File: config.mk
export PLATFORM = sky130hd
export DESIGN_NAME = resp_ring_writer
export DESIGN_NICKNAME = d
export VERILOG_FILES = /design/src/rtl/ring_pkg.sv /design/src/rtl/ring_ctl_regs.sv /design/src/rtl/ring_coalesce.sv /design/src/rtl/ring_entry_fsm.sv /design/src/rtl/resp_ring_writer.sv
export SDC_FILE = /design/constraint.sdc
export NUM_CORES = 1
export LEC_CHECK = 0
export ABC_AREA = 1
export BUFFER_PORTS_ARGS = -buffer_cell sky130_fd_sc_hd__buf_2
export CAP_MARGIN = 20
export CORE_MARGIN = 5
export CORE_UTILIZATION = 51
export CTS_BUF_LIST = sky130_fd_sc_hd__clkbuf_16
export CTS_CLUSTER_DIAMETER = 120
export DETAILED_ROUTE_END_ITERATION = 10
export PLACE_DENSITY = 0.8
export SYNTH_ARGS = -nofsm -noshare
export SYNTH_HDL_FRONTEND = slang
export SYNTH_SLANG_ARGS = --single-unit
File: constraint.sdc
create_clock -name clk -period 1.96 [get_ports clk]
set_input_delay 0.392 -clock clk [delete_from_list [all_inputs] [get_ports clk]]
set_output_delay 0.392 -clock clk [all_outputs]
set_load 0.02 [all_outputs]
File: src/rtl/ring_pkg.sv
package ring_pkg;
    typedef enum logic [1:0] {
        SEL_WPTR   = 2'd0,
        SEL_COUNT  = 2'd1,
        SEL_CTRL   = 2'd2,
        SEL_STATUS = 2'd3
    } reg_sel_e;

    typedef enum logic [1:0] {
        S_IDLE    = 2'd0,
        S_PAYLOAD = 2'd1,
        S_EXTEND  = 2'd2
    } wr_state_e;

    localparam int CADDR_W       = 4;
    localparam int DATA_W        = 32;
    localparam int CTRL_IRQ_BIT  = 0;
    localparam int CTRL_DMA_BIT  = 1;
    localparam int STS_CLR_BIT   = 0;
endpackage

File: src/rtl/ring_ctl_regs.sv
module ring_ctl_regs
    import ring_pkg::*;
#(
    parameter int PTR_W = 8
) (
    input  logic             clk,
    input  logic             rst_n,
    input  logic             reg_we,
    input  logic [1:0]       reg_sel,
    input  logic [PTR_W:0]   reg_wdata,
    input  logic             thresh_hit,
    output logic             dma_en,
    output logic             irq_en,
    output logic [PTR_W-1:0] thresh,
    output logic             status,
    output logic             ptr_clr,
    output logic             cnt_clr
);
    logic sts_clr;

    always_comb begin
        ptr_clr = reg_we && (reg_sel == SEL_WPTR) && reg_wdata[PTR_W];
        cnt_clr = reg_we && (reg_sel == SEL_COUNT);
        sts_clr = reg_we && (reg_sel == SEL_STATUS) && reg_wdata[STS_CLR_BIT];
    end

    always_ff @(posedge clk) begin
        if (!rst_n) begin
            dma_en <= 1'b0;
            irq_en <= 1'b0;
            thresh <= PTR_W'(1);
            status <= 1'b0;
        end else begin
            if (reg_we && reg_sel == SEL_CTRL) begin
                dma_en <= reg_wdata[CTRL_DMA_BIT];
                irq_en <= reg_wdata[CTRL_IRQ_BIT];
            end
            if (cnt_clr)
                thresh <= reg_wdata[PTR_W-1:0];
            if (thresh_hit)
                status <= 1'b1;
            else if (sts_clr)
                status <= 1'b0;
        end
    end

    // a clear request without a simultaneous hit empties the flag
    a_r7_w1c_clears: assert property (@(posedge clk) disable iff (!rst_n)
        (sts_clr && !thresh_hit) |=> !status);
    // a threshold hit always leaves the flag set
    a_r5_hit_sets: assert property (@(posedge clk) disable iff (!rst_n)
        thresh_hit |=> status);
endmodule

File: src/rtl/ring_coalesce.sv
module ring_coalesce #(
    parameter int PTR_W = 8
) (
    input  logic             clk,
    input  logic             rst_n,
    input  logic             entry_done,
    input  logic             cnt_clr,
    input  logic [PTR_W-1:0] thresh,
    output logic             hit
);
    logic [PTR_W-1:0] count;
    logic [PTR_W-1:0] count_inc;

    always_comb begin
        count_inc = count + 1'b1;
        hit       = entry_done && (count_inc == thresh);
    end

    always_ff @(posedge clk) begin
        if (!rst_n)
            count <= '0;
        else if (cnt_clr || hit)
            count <= '0;
        else if (entry_done)
            count <= count_inc;
    end

    // writing the threshold restarts the count
    a_r6_cnt_restart: assert property (@(posedge clk) disable iff (!rst_n)
        cnt_clr |=> (count == '0));
    // no completed entry leaves the count unchanged
    a_r6_cnt_hold: assert property (@(posedge clk) disable iff (!rst_n)
        (!entry_done && !cnt_clr) |=> $stable(count));
endmodule

File: src/rtl/ring_entry_fsm.sv
module ring_entry_fsm
    import ring_pkg::*;
#(
    parameter int PTR_W = 8
) (
    input  logic               clk,
    input  logic               rst_n,
    input  logic               dma_en,
    input  logic               ptr_clr,
    input  logic               rsp_valid,
    input  logic [DATA_W-1:0]  rsp_payload,
    input  logic [CADDR_W-1:0] rsp_caddr,
    input  logic               rsp_unsol,
    output logic               rsp_ready,
    output logic               mem_we,
    output logic [PTR_W+2:0]   mem_addr,
    output logic [DATA_W-1:0]  mem_wdata,
    output logic [PTR_W-1:0]   wr_ptr,
    output logic               entry_done,
    output logic               busy
);
    wr_state_e          state, state_nx;
    logic [PTR_W-1:0]   slot;
    logic [DATA_W-1:0]  payload_q;
    logic [CADDR_W-1:0] caddr_q;
    logic               unsol_q;
    logic               accept;

    always_ff @(posedge clk) begin
        if (!rst_n)
            state <= S_IDLE;
        else
            state <= state_nx;
    end

    always_comb begin
        state_nx   = state;
        rsp_ready  = 1'b0;
        mem_we     = 1'b0;
        mem_addr   = '0;
        mem_wdata  = '0;
        entry_done = 1'b0;
        accept     = 1'b0;
        unique case (state)
            S_IDLE: begin
                rsp_ready = 1'b1;
                if (rsp_valid && dma_en) begin
                    accept   = 1'b1;
                    state_nx = S_PAYLOAD;
                end
            end
            S_PAYLOAD: begin
                mem_we    = 1'b1;
                mem_addr  = {slot, 3'b000};
                mem_wdata = payload_q;
                state_nx  = S_EXTEND;
            end
            S_EXTEND: begin
                mem_we     = 1'b1;
                mem_addr   = {slot, 3'b100};
                mem_wdata  = DATA_W'({unsol_q, caddr_q});
                entry_done = 1'b1;
                state_nx   = S_IDLE;
            end
            default: state_nx = S_IDLE;
        endcase
        busy = (state != S_IDLE);
    end

    always_ff @(posedge clk) begin
        if (!rst_n) begin
            slot      <= '0;
            payload_q <= '0;
            caddr_q   <= '0;
            unsol_q   <= 1'b0;
            wr_ptr    <= '0;
        end else begin
            if (accept) begin
                slot      <= wr_ptr + 1'b1;
                payload_q <= rsp_payload;
                caddr_q   <= rsp_caddr;
                unsol_q   <= rsp_unsol;
            end
            if (ptr_clr)
                wr_ptr <= '0;
            else if (entry_done)
                wr_ptr <= slot;
        end
    end

    // a payload write is followed by the extended write to the same slot
    a_r1_pair: assert property (@(posedge clk) disable iff (!rst_n)
        (mem_we && !mem_addr[2]) |=> (mem_we && mem_addr[2] &&
            mem_addr[PTR_W+2:3] == $past(mem_addr[PTR_W+2:3])));
    // with DMA off and nothing in flight the pointer stays put
    a_r8_ptr_hold: assert property (@(posedge clk) disable iff (!rst_n)
        (state == S_IDLE && !dma_en && !ptr_clr) |=> $stable(wr_ptr));
    // no response is taken while an entry is being written
    a_r11_no_ready_busy: assert property (@(posedge clk) disable iff (!rst_n)
        mem_we |-> !rsp_ready);
endmodule

File: src/rtl/resp_ring_writer.sv
module resp_ring_writer
    import ring_pkg::*;
#(
    parameter int PTR_W = 8
) (
    input  logic               clk,
    input  logic               rst_n,
    input  logic               rsp_valid,
    output logic               rsp_ready,
    input  logic [31:0]        rsp_payload,
    input  logic [3:0]         rsp_caddr,
    input  logic               rsp_unsol,
    input  logic               reg_we,
    input  logic [1:0]         reg_sel,
    input  logic [PTR_W:0]     reg_wdata,
    output logic               mem_we,
    output logic [PTR_W+2:0]   mem_addr,
    output logic [31:0]        mem_wdata,
    output logic [PTR_W-1:0]   wr_ptr,
    output logic               dma_active,
    output logic               status_flag,
    output logic               irq
);
    localparam int ADDR_W = PTR_W + 3;

    logic             dma_en, irq_en, ptr_clr, cnt_clr;
    logic             entry_done, busy, hit;
    logic [PTR_W-1:0] thresh;

    ring_ctl_regs #(.PTR_W(PTR_W)) u_regs (
        .clk(clk), .rst_n(rst_n), .reg_we(reg_we), .reg_sel(reg_sel),
        .reg_wdata(reg_wdata), .thresh_hit(hit), .dma_en(dma_en),
        .irq_en(irq_en), .thresh(thresh), .status(status_flag),
        .ptr_clr(ptr_clr), .cnt_clr(cnt_clr)
    );

    ring_coalesce #(.PTR_W(PTR_W)) u_coal (
        .clk(clk), .rst_n(rst_n), .entry_done(entry_done),
        .cnt_clr(cnt_clr), .thresh(thresh), .hit(hit)
    );

    ring_entry_fsm #(.PTR_W(PTR_W)) u_fsm (
        .clk(clk), .rst_n(rst_n), .dma_en(dma_en), .ptr_clr(ptr_clr),
        .rsp_valid(rsp_valid), .rsp_payload(rsp_payload),
        .rsp_caddr(rsp_caddr), .rsp_unsol(rsp_unsol),
        .rsp_ready(rsp_ready), .mem_we(mem_we), .mem_addr(mem_addr),
        .mem_wdata(mem_wdata), .wr_ptr(wr_ptr),
        .entry_done(entry_done), .busy(busy)
    );

    always_comb begin
        dma_active = dma_en || busy;
        irq        = status_flag && irq_en;
    end

    // the pointer lands on the slot of the extended write just made
    a_r2_ptr_names_last: assert property (@(posedge clk) disable iff (!rst_n)
        (mem_we && mem_addr[2] && !ptr_clr) |=>
            (wr_ptr == $past(mem_addr[ADDR_W-1:3])));
    // memory is never written while the block reports itself idle
    a_r9_active_on_write: assert property (@(posedge clk) disable iff (!rst_n)
        mem_we |-> dma_active);
    // interrupt never rises without the status flag
    a_r7_irq_gated: assert property (@(posedge clk) disable iff (!rst_n)
        irq |-> status_flag);
endmodule

==> metrics list, run 1 <==
- Aggregate routed wire length: 11400 um
* Class of the worst hold path: in -> reg
- Setup violations remaining at the end of the flow were counted as 38.
- Die outline area: 0.00852 mm2
- Violated checks: setup timing
- Of the total synthesized cell area, the portion taken by AND, OR, NAND and NOR gates is 0.241.
- Yosys attributes the largest share of cell area to sky130_fd_sc_hd__dfxtp_1 (43%), sky130_fd_sc_hd__a21oi_1 (9.9%), sky130_fd_sc_hd__nand2_1 (7.6%), sky130_fd_sc_hd__o21ai_0 (7.5%), sky130_fd_sc_hd__inv_1 (7.3%).
- Count of final hold-check violations: 0
- Area inside the core boundary: 0.00668 mm2
- Cell Int Power: 2700 uW
- The cell sitting at the root of the clock tree is a sky130_fd_sc_hd__clkbuf_16.
- Share of the synthesized area in compound gates (AO/OA/AOI/OAI): 0.176
* Non-filler cells in the finished layout: 684
- Clock H-tree levels: 3
- For this run, the leading register cell type out of synthesis is sky130_fd_sc_hd__dfxtp_1.
* Grt ovf: 0
- In the final routed layout, each cell accounts on average for 16.7 um.
- In this run the power density over the cells is 722 mW/mm2.
* Pre-CTS WS: 0.0983 ns
- Before antenna repair, the detailed router went through 5 iterations.
- Hold repair after CTS inserted 0 buffers.
- Multiplexer share of the synthesized area: 0
- The first global-routing pass estimated 16400 um of wire.
- Fraction of registers with async set/reset: 0
* Input/output buffers: 105
- By area, the combinational part of the netlist is dominated by simple AND/OR/NAND/NOR gates.
* Fraction of synthesized cell area taken by the top area cell type: 0.429
- Via density per instance: 5.54
* Crit start category: flip-flop
- Across the routed clock network, the largest skew measured is 0.0109 ns.
- Cell row count: 30
- The share of total power dissipated in combinational logic is 0.119.
- The worst pin sits at a relative slew slack of 0.626.
- The clock passes through at most 2 buffers.
- DIE WIDTH: 92.3 um
- Largest vdd supply drop: 0.000518 V
* Crit path max fanout: 8
- Count of cell types in the netlist: 26
- Clock latency at the later pin of the worst-skew pair: 0.33 ns
- In the global route stage, overall resource usage came out at 0.239.
- Number of nets in the layout: 657
- Of the total power, the share spent switching nets is 0.260.
- Yosys printed 0 warnings.
- In the final layout, the share of cells above drive strength 1 is 0.328.
- The clock drives 74 sinks.
- For the pin with the worst max-slew slack, the measured transition is 0.559 ns.
* Post-detailed-placement half-perimeter wirelength: 6430 um
* Detailed-route via count: 3788
- Number of antenna diodes: 0
- F_max: 489 MHz
- Initial antenna violation count: 0
- Synthesis produced a netlist whose cell count is 491.
- Setup total negative slack on the finished layout was measured at -1.65 ns.
- Die Span Y: 92.3 um
- The critical path is of the reg -> out type.
- The analysis attributes to cell leakage a power of 0.00235 uW.
* Starting DRT DRC Count: 258
* Largest net degree at the start of global routing: 64
- Via count of the first global-routing pass: 3584
- Final weighted congestion of routability-driven global placement: 0.861
* Combined area of all synthesized cells: 0.00345 mm2
- Of the total synthesized cell area, the portion taken by full adders, half adders and majority gates is 0.0217.
- Slew Limit Fails: 0
- FF+latch count, synth: 74
- The share of total power dissipated in sequential elements is 0.443.
* Setup repair after global routing missed its margin: yes
* Endpoint class of the critical path: output port
- Of the total power, the clock network draws 0.439.
- Final WS setup: -0.0838 ns
- Cell Count Post-Placement: 663
- I/O Pins: 108
* Switching pwr: 950 uW
* Post-synthesis area per instance: 7.03 um2
* Fraction of synthesized cell area in xor and xnor cells: 0.0203
- For this run, the register share of the synthesized area comes to 0.429.
* CTS tree: done
* Starting utilization of the core area: 0.517
* Synth-to-layout area growth: 46.5%
- Number of enable flip-flop cells after synthesis: 0
- The run finished, with violations left.
* Final min period: 2.04 ns
- Total clock buffers created by CTS: 9
- Max-Cap Viols: 0
- Leading cell types by count after synthesis: sky130_fd_sc_hd__dfxtp_1 (74), sky130_fd_sc_hd__nand2_1 (70), sky130_fd_sc_hd__a21oi_1 (68), sky130_fd_sc_hd__inv_1 (67), sky130_fd_sc_hd__o21ai_0 (52)
- By instance count, the leading cell after synthesis is sky130_fd_sc_hd__dfxtp_1.
* # DRC: 0
- Data on the critical path arrives at its endpoint at 1.65 ns.
- Required time of the worst setup path: 1.57 ns
* Clock slew seen by the registers of the worst setup and hold paths: 0.06 ns
- Area leader, netlist: sky130_fd_sc_hd__dfxtp_1
- Post-route fraction of the period consumed by the critical path: 1.04
* ANT nets after route: 0
==> final timing paths <==
path                                         start                   to  slack (ns)  depth (start not counted)
worst max-delay path                u_fsm.state[1]        mem_wdata[31]       -0.08                          6
worst max register to register      u_fsm.state[1]  u_fsm.payload_q[20]        0.20                          8
worst min register to register  u_fsm.payload_q[1]   u_fsm.payload_q[1]        0.46                          2
worst min-delay path                  reg_wdata[0]        u_regs.irq_en        0.33                          3
==> power by group through the flow <==
stage	Combinational, uW	Sequential (uW)	Clock [uW]
global placement	317	1640	0
floorplan	211	1640	0
global route	477	1620	1690
CTS	369	1610	1610
finish	434	1620	1600
detailed placement	327	1650	0
==> logic make-up (layout without fill, tap and decap cells) <==
group | Yosys count | count (layout)
and+or+nand+nor | 182 | 182
adders and majority gates | 6 | 6
AOI/OAI and AO/OA | 121 | 121
DFF | 74 | 74
buffers and inverters | 99 | 211
other | 1 | 2
xor gates and xnor gates | 8 | 8
==> metrics by stage <==
step	hold WS [ns]	total power (uW)	instance area (um2)	util
after detailed placement	0.447	1970	4110	0.615
after global routing	0.330	3790	5060	0.757
final	0.327	3650	5060	0.757
after global placement	0.440	1960	4110	0.615
after floorplan	0.431	1850	3480	-
after CTS	0.317	3590	4700	0.704
==> per-layer routing <==
| metal | global-route usage | vias to the layer above | share of wire |
|---|---|---|---|
| li1 | - | 1808 | - |
| met1 | 0.271 | 1746 | 0.37 |
| met2 | 0.418 | 198 | 0.52 |
| met3 | 0.0771 | 36 | 0.078 |
| met4 | 0.0842 | 0 | 0.033 |
| met5 | 0 | - | 0 |
==> registers in the layout, summed over array words and instances (netlist names) <==
name,count
u_coal.count,8
u_fsm.caddr_q,4
u_fsm.payload_q,32
u_fsm.slot,8
u_fsm.state,2
u_fsm.unsol_q,1
u_fsm.wr_ptr,8
u_regs.dma_en,1
u_regs.irq_en,1
u_regs.status,1
u_regs.thresh,8
==> layout make-up <==
class	count	area, um2
multi-input cells	319	1950
fillers	451	1620
flip-flops and latches	74	1490
repair buffers	124	963
inverters	71	274
clock buffers	9	225
well taps	80	100
clock inverters	7	62.6
==> critical path, stage by stage (launching register included) <==
cell and delay, ns:
sky130_fd_sc_hd__dfxtp_2 0.36, sky130_fd_sc_hd__inv_4 0.06, sky130_fd_sc_hd__ha_4 0.29, sky130_fd_sc_hd__inv_6 0.07
sky130_fd_sc_hd__clkbuf_16 0.18, sky130_fd_sc_hd__nor3_2 0.17, sky130_fd_sc_hd__buf_4 0.17
==> cell usage in the layout, fill, tap and decap left out, types with 2 or more instances in the layout <==
master	Yosys	final
sky130_fd_sc_hd__nor2_1	27	26
sky130_fd_sc_hd__inv_2	2	4
sky130_fd_sc_hd__conb_1	1	2
sky130_fd_sc_hd__nand2_2	3	4
sky130_fd_sc_hd__nor3_4	0	22
sky130_fd_sc_hd__clkbuf_16	0	10
sky130_fd_sc_hd__xor2_1	4	4
sky130_fd_sc_hd__o21ai_0	52	52
sky130_fd_sc_hd__inv_1	67	66
sky130_fd_sc_hd__buf_2	2	69
sky130_fd_sc_hd__nand3_2	2	2
sky130_fd_sc_hd__buf_4	2	22
sky130_fd_sc_hd__buf_12	0	4
sky130_fd_sc_hd__a21oi_1	68	67
sky130_fd_sc_hd__nor3_1	37	2
sky130_fd_sc_hd__buf_6	0	26
sky130_fd_sc_hd__clkinv_1	2	2
sky130_fd_sc_hd__dfxtp_1	74	72
sky130_fd_sc_hd__ha_4	0	2
sky130_fd_sc_hd__buf_16	0	2
sky130_fd_sc_hd__ha_1	6	3
sky130_fd_sc_hd__nor2_2	4	4
sky130_fd_sc_hd__nand3_1	35	35
sky130_fd_sc_hd__xnor2_1	4	4
sky130_fd_sc_hd__nor3_2	0	13
sky130_fd_sc_hd__nand2_1	70	69
==> what timing repair did <==
item	in CTS	in global routing
buffers inserted	2	0
pin swaps	2	5
resized for setup	63	81
cloned	2	1
setup endpoints to repair	40	40
Power figures use the tool's default switching activity.
==> inputs of run 2 (changes only) <==
Settings changed: SKIP_LAST_GASP set to 1, SLEW_MARGIN set to 20.
==> run 2 against run 1 <==
  * The run still ends with setup timing left
  * Critical endpoint unchanged
  * Clock skew about the same
  * Highest routed layer unchanged
  * Global-route usage unchanged
  * Via count increased by 3.7%
  * Combinational power up 4%
==> metrics list, run 2 (synthesis gave the netlist of run 1 again) <==
- I/O Pins: 108 (unchanged)
- The internal power summed over all cells was 2710 uW (+0.16%).
- Setup repair after global routing could not meet its margin everywhere.
* Share of total power consumed by net switching: 0.266 (+0.00542)
- By startpoint and endpoint, the worst setup path is classified as reg -> out.
- The total power divided by cell area was 717 mW/mm2 (-0.70%).
* Worst slew margin: 0.628 (+0.00188)
* Clock slew seen by the registers of the worst setup and hold paths: 0.06 ns (about the same)
- Final WS setup: -0.155 ns (-0.0714 ns)
* Share of post-route cells with drive strength above 1: 0.332 (+0.00387)
- Placed cell areas: 0.00411 mm2 (unchanged)
* Clock skew: 0.0113 ns (+0.000362 ns)
- Most frequent cells in the layout: sky130_fd_sc_hd__dfxtp_1 (72), sky130_fd_sc_hd__nand2_1 (69), sky130_fd_sc_hd__inv_1 (66)
- The starting DRC count in detailed routing came to 312 (+21%).
* Worst path slowest cell: sky130_fd_sc_hd__dfxtp_2
- The number of endpoints failing setup at the final stage was 35 (-7.9%).
* Number of nets in the layout: 659 (+0.30%)
- The number of levels in the clock H-tree came to 3 (unchanged).
- The power share of the clock group came to 0.438 (about the same).
- The initial antenna violation count was 0 (unchanged).
- Total clock buffers created by CTS: 9 (unchanged)
- The arrival time at the worst endpoint was 1.72 ns (+0.07 ns).
- Slew Limit Fails: 0 (unchanged)
* Max FFs per register: 32 (unchanged)
- The routed via count was 3928 (+3.7%).
- Largest net degree at the start of global routing: 64 (unchanged)
- Area taken by flip-flops and latches: 0.00149 mm2 (unchanged)
- The worst slack at placement came to 0.0983 ns (unchanged).
* Slew at the pin closest to its max-slew limit: 0.556 ns (-0.00281 ns)
* Maximum single-stage delay on the critical path: 0.37 ns (about the same)
* Crit start category: flip-flop
- The clock latency on the worst-skew pair is 0.33 ns (about the same).
- Synth-to-layout area growth: 48.9%
- Post-route cell area: 0.00514 mm2 (+1.6%)
- Post-detailed-placement half-perimeter wirelength: 6430 um (unchanged)
- The total global-route track usage is 0.239 (unchanged).
* Crit path max fanout: 8 (unchanged)
- The tightest hold margin is 0.328 ns (+0.00123 ns).
- The site row count was 30 (unchanged).
- The run finished, with violations left.
- Final weighted congestion of routability-driven global placement: 0.861 (unchanged)
- The worst reg-to-reg path cell count is 8 (unchanged).
- Grt ovf: 0 (unchanged)
- Largest vdd supply drop: 0.000641 V (+24%)
- The number of stages on the worst hold path came to 3 (unchanged).
- Series of cell instances along the critical path: inv_4 > ha_4 > inv_6 > clkbuf_16 > nor3_2 > buf_4
- The effective utilization at floorplan came to 0.517 (unchanged).
* Die outline area: 0.00852 mm2 (unchanged)
- The portion of total power attributed to sequential cells came to 0.439 (-0.004).
* Area of the multi-input gates: 0.00198 mm2 (+1.5%)
- The area of the core came to 0.00668 mm2 (unchanged).
* Finished Core Util: 0.769 (+0.0122)
* # DRC: 0 (unchanged)
- The average detailed-routed wire length per instance is 18.2 um (+9.3%).
- The number of global-route vias before repair was 3584 (unchanged).
* Max-Cap Viols: 0 (unchanged)
- The number of antenna repair diodes is 0 (unchanged).
- Endpoint class of the critical path: output port
- The register with the most flip-flops in the final layout is u_fsm.payload_q.
* Leakage power total: 0.00239 uW (+2.0%)
* Commonest non-fill, non-tap cell in the layout: sky130_fd_sc_hd__dfxtp_1
- The net switching power is 979 uW (+3.0%).
- The die extent in y came to 92.3 um (unchanged).
- Post-Route Setup TNS: -1.92 ns (-0.271 ns)
- DIE WIDTH: 92.3 um (unchanged)
* TritonCTS sink count: 74 (unchanged)
* Required time of the worst setup path: 1.57 ns (about the same)
- The minimum clock period after layout is 2.12 ns (+0.0714 ns).
- F_max: 473 MHz (-3.4%)
* Count of final hold-check violations: 0 (unchanged)
- Detailed Routing Iterations Pass 1: 6 (+1)
* ANT nets after route: 0 (unchanged)
- The count of fill cells added during filler insertion is 425 (-5.8%).
- Global-route wire length before repair: 16400 um (unchanged)
- Post-route fraction of the period consumed by the critical path: 1.08 (+0.0364)
- Input/output buffers: 105 (unchanged)
* Aggregate routed wire length: 12500 um (+9.7%)
- CTS max path bufs: 2 (unchanged)
- The path class of the tightest hold or removal check is in -> reg.
- Clk root buf: sky130_fd_sc_hd__clkbuf_16
* CTS tree: done
- The hold buffer count at CTS was 0 (unchanged).
* Comb power frac: 0.123 (+0.004)
- Via density per instance: 5.73 (+3.4%)
- The checks that failed: setup timing.
[run 2: worst paths after layout]
check                           slack [ns]                  end            from
worst min-delay path                  0.33        u_regs.irq_en    reg_wdata[0]
worst min register to register        0.47      u_fsm.wr_ptr[6]   u_fsm.slot[6]
worst max-delay path                 -0.16        mem_wdata[31]  u_fsm.state[1]
worst max register to register        0.16  u_fsm.payload_q[14]  u_fsm.state[1]
[run 2: per-stage QoR]
step | total power (uW) | std cells
after floorplan | 1850 | 492
after global placement | 1960 | 663
after detailed placement | 1970 | 663
after CTS | 3590 | 683
after global routing | 3820 | 686
final | 3690 | 686
[run 2: power by group through the flow]
stage / Combinational (uW) / Clock, uW / Sequential [uW]
final: 452 / 1620 / 1620
after floorplan: 211 / 0 / 1640
after CTS: 369 / 1610 / 1610
after detailed placement: 327 / 0 / 1650
after global routing: 491 / 1700 / 1620
after global placement: 317 / 0 / 1640
[run 2: routing by layer]
metal | track usage | routed length (um) | vias up
met1 | 0.271 | 4410 | 1810
met5 | 0 | 0 | -
met4 | 0.0842 | 529 | 0
met3 | 0.0771 | 1060 | 48
li1 | - | - | 1813
met2 | 0.418 | 6510 | 257
[run 2: area by class of cell]
type,count,share of cell area
multi-input cells,319,0.385
clock inverters,7,0.0122
inverters,71,0.0538
well taps,80,0.0195
repair buffers,126,0.197
flip-flops and latches,74,0.289
clock buffers,9,0.0438
[run 2: repair_timing]
item                       in CTS  in global routing
pin swaps                       2                  9
gates resized for setup        62                 94
buffers inserted                2                  2
setup endpoints to repair      40                 40
cloned                          2                  1
hold endpoints to repair        0                  0
[run 2: critical path, delay by kind of cell, from the launching register on]
family | cells | cell delay, ns
buffers and inverters | 4 | 0.50
flip-flops | 1 | 0.37
adder cells (fa/ha/maj) | 1 | 0.30
AND/OR/NAND/NOR | 1 | 0.21
==> inputs of run 3 (changes only) <==
Settings changed: CORE_UTILIZATION 51 to 46, CTS_BUF_LIST sky130_fd_sc_hd__clkbuf_16 to not set, PLACE_DENSITY 0.8 to 0.75.
Clock period 1.96 ns to 1.75 ns, I/O delays scaled along.
==> run 3 against run 2 <==
  * The run still ends with setup timing left
  * Combinational power increased by 14%
  * Hold slack worse by 0.093 ns
  * Die area is 9.7% higher
  * Global-route usage down 1.6 points
==> metrics list, run 3 (synthesis gave the netlist of run 1 again) <==
* Result of the run: finished with violations
- Violated checks: setup timing
- Switching pwr: 1020 uW (+4.3%)
* Cell row count: 31 (+3.3%)
- The largest driver fanout on the critical path came to 7 (-1).
- ANT nets after route: 0 (unchanged)
* Starting DRT DRC Count: 125 (-60%)
- Reg-to-Reg Start: u_coal.count[1]
- Setup repair after global routing missed its margin: yes
- The power share of the clock group is 0.393 (-0.045).
- The number of slew-limit violations in the final report was 0 (unchanged).
* Initial antenna violation count: 0 (unchanged)
* Clock skew: 0.00795 ns (-0.00331 ns)
- Starting utilization of the core area: 0.474 (-0.0433)
- The count of max-cap constraint violations came to 0 (unchanged).
* Most frequent cells in the layout: sky130_fd_sc_hd__dfxtp_1 (71), sky130_fd_sc_hd__nand2_1 (69), sky130_fd_sc_hd__buf_2 (65)
- Via count of the first global-routing pass: 3517 (-1.9%)
* Area inside the core boundary: 0.00729 mm2 (+9.1%)
- CTS tree: done
- R2r worst-path depth: 10 (+2)
* Class of the worst hold path: in -> reg
* Largest net degree at the start of global routing: 43 (-33%)
- Number of nets in the layout: 665 (+0.91%)
- Source of the critical timing path: u_fsm.state[0]
* Synth-to-layout area growth: 55.6%
- The deepest clock path buffer count is 2 (unchanged).
- TritonCTS sink count: 74 (unchanged)
- Number of antenna diodes: 0 (unchanged)
- Max FFs per register: 32 (unchanged)
* Placed cell areas: 0.00473 mm2 (+15%)
- Arrival @ worst endpoint: 1.63 ns (-0.09 ns)
* Cell Int Power: 2800 uW (+3.4%)
- The total power divided by cell area was 712 mW/mm2 (-0.79%).
- The total global-route track usage came to 0.222 (-0.0165).
* Post-route cell area: 0.00537 mm2 (+4.5%)
- The final count of hold timing violations was 0 (unchanged).
- The tree is rooted in a sky130_fd_sc_hd__clkbuf_8.
* Beginning of the worst hold path: reg_wdata[1]
* Share of post-route cells with drive strength above 1: 0.350 (+0.0180)
- F_max: 504 MHz
- Count of cells along the worst hold path: 3 (unchanged)
- Post-detailed-placement half-perimeter wirelength: 6720 um (+4.4%)
- Global-route wire length before repair: 17100 um (+4.8%)
- Detailed-route via count: 3630 (-7.6%)
- The worst slack at placement came to 0.0310 ns (-0.0672 ns).
- I/O Pins: 108 (unchanged)
- The number of search-and-repair iterations in the first detailed-routing pass came to 4 (-2).
- The count of input and output buffers is 105 (unchanged).
* Die outline area: 0.00934 mm2 (+9.7%)
* Wire length per cell after detailed routing: 14.5 um (-21%)
- Setup-failing EPs final: 41 (+17%)
- Post-route fraction of the period consumed by the critical path: 1.13
- Final weighted congestion of routability-driven global placement: 0.800 (-7.1%)
* Final min period: 1.98 ns
- Non-filler cells in the finished layout: 711 (+3.6%)
* Endpoint class of the critical path: output port
- Counting flops per register, the top entry is u_fsm.payload_q.
- The die extent in y was 96.6 um (+4.7%).
- The overall overflow remaining after global route is 0 (unchanged).
- The proportion of total power due to net switching came to 0.267 (+0.00168).
- The post-layout worst setup margin came to -0.233 ns (-0.0779 ns).
- The vias per cell came to 5.11 (-11%).
- Comb power frac: 0.135 (+0.012)
- Commonest non-fill, non-tap cell in the layout: sky130_fd_sc_hd__dfxtp_1
- Required time of the worst setup path: 1.40 ns (-0.17 ns)
* # DRC: 0 (unchanged)
* Leakage power total: 0.00259 uW (+8.2%)
- Crit path kind: reg -> out
- Clock slew seen by the registers of the worst setup and hold paths: 0.08 ns (+0.02 ns)
- Clock latency at the later pin of the worst-skew pair: 0.36 ns (+0.03 ns)
- The final total power is 3820 uW (+3.7%).
- The final routed wirelength across all metal layers is 10300 um (-18%).
* DIE WIDTH: 96.6 um (+4.7%)
- Total clock buffers created by CTS: 9 (unchanged)
* Cell Count Post-Placement: 689 (+3.9%)
- Crit start category: flip-flop
* Largest vdd supply drop: 0.000457 V (-29%)
- The portion of total power attributed to sequential cells is 0.472 (+0.033).
- Clock H-tree levels: 3 (unchanged)
run 3: cell types whose count changed in the layout (fill, tap and decap cells not counted), sizes merged:
| cell | change |
|---|---|
| bufinv | +1 |
| buf | +6 |
| inv | -2 |
| clkbuf | +2 |
| clkinv | -1 |
run 3: power by group through the flow:
stage	logic (uW)	clock network, uW	registers (uW)
after floorplan	316	0	1830
after global placement	463	0	1840
after detailed placement	473	0	1840
after CTS	506	1510	1800
after global routing	569	1610	1810
final	516	1500	1800
run 3: final timing paths:
kind	end	slack (ns)
worst max-delay path	mem_wdata[5]	-0.23
worst min-delay path	u_regs.dma_en	0.24
worst max register to register	u_coal.count[1]	0.12
worst min register to register	u_fsm.wr_ptr[7]	0.46
run 3: what timing repair did:
action,CTS,global route
pin swaps,36,8
gates resized for setup,93,3
hold buffers,0,0
setup endpoints to repair,42,49
buffers inserted,3,0
gates cloned,3,1
run 3: layer usage:
| metal | vias to the layer above | part of all wire | global-route usage |
|---|---|---|---|
| met5 | - | 0 | 0 |
| met4 | 0 | 0.017 | 0.0605 |
| met3 | 13 | 0.067 | 0.0784 |
| met2 | 105 | 0.50 | 0.381 |
| met1 | 1680 | 0.41 | 0.263 |
| li1 | 1832 | - | - |
run 3: critical path: stages (launching register included):
cell and delay [ns]:
sky130_fd_sc_hd__dfxtp_2 0.35, sky130_fd_sc_hd__inv_2 0.07, sky130_fd_sc_hd__ha_4 0.30, sky130_fd_sc_hd__inv_8 0.07, sky130_fd_sc_hd__buf_16 0.14, sky130_fd_sc_hd__nor3_4 0.19
sky130_fd_sc_hd__buf_6 0.15
run 3: cell type report:
class | instances | area [um2]
Clock buffer | 11 | 141
Clock inverter | 5 | 77.6
Fill cell | 529 | 1920
Inverter | 71 | 289
Multi-Input combinational cell | 319 | 2090
Sequential cell | 74 | 1490
Tap cell | 99 | 124
Timing Repair Buffer | 132 | 1170
run 3: metrics by stage:
stage | hold WS (ns) | TNS [ns] | utilization
detailed placement | 0.452 | 0 | 0.648
global placement | 0.446 | 0 | 0.648
global route | 0.246 | -10.43 | 0.737
finish | 0.235 | -7.71 | 0.737
floorplan | 0.432 | -0.0237 | -
CTS | 0.231 | -6.62 | 0.732
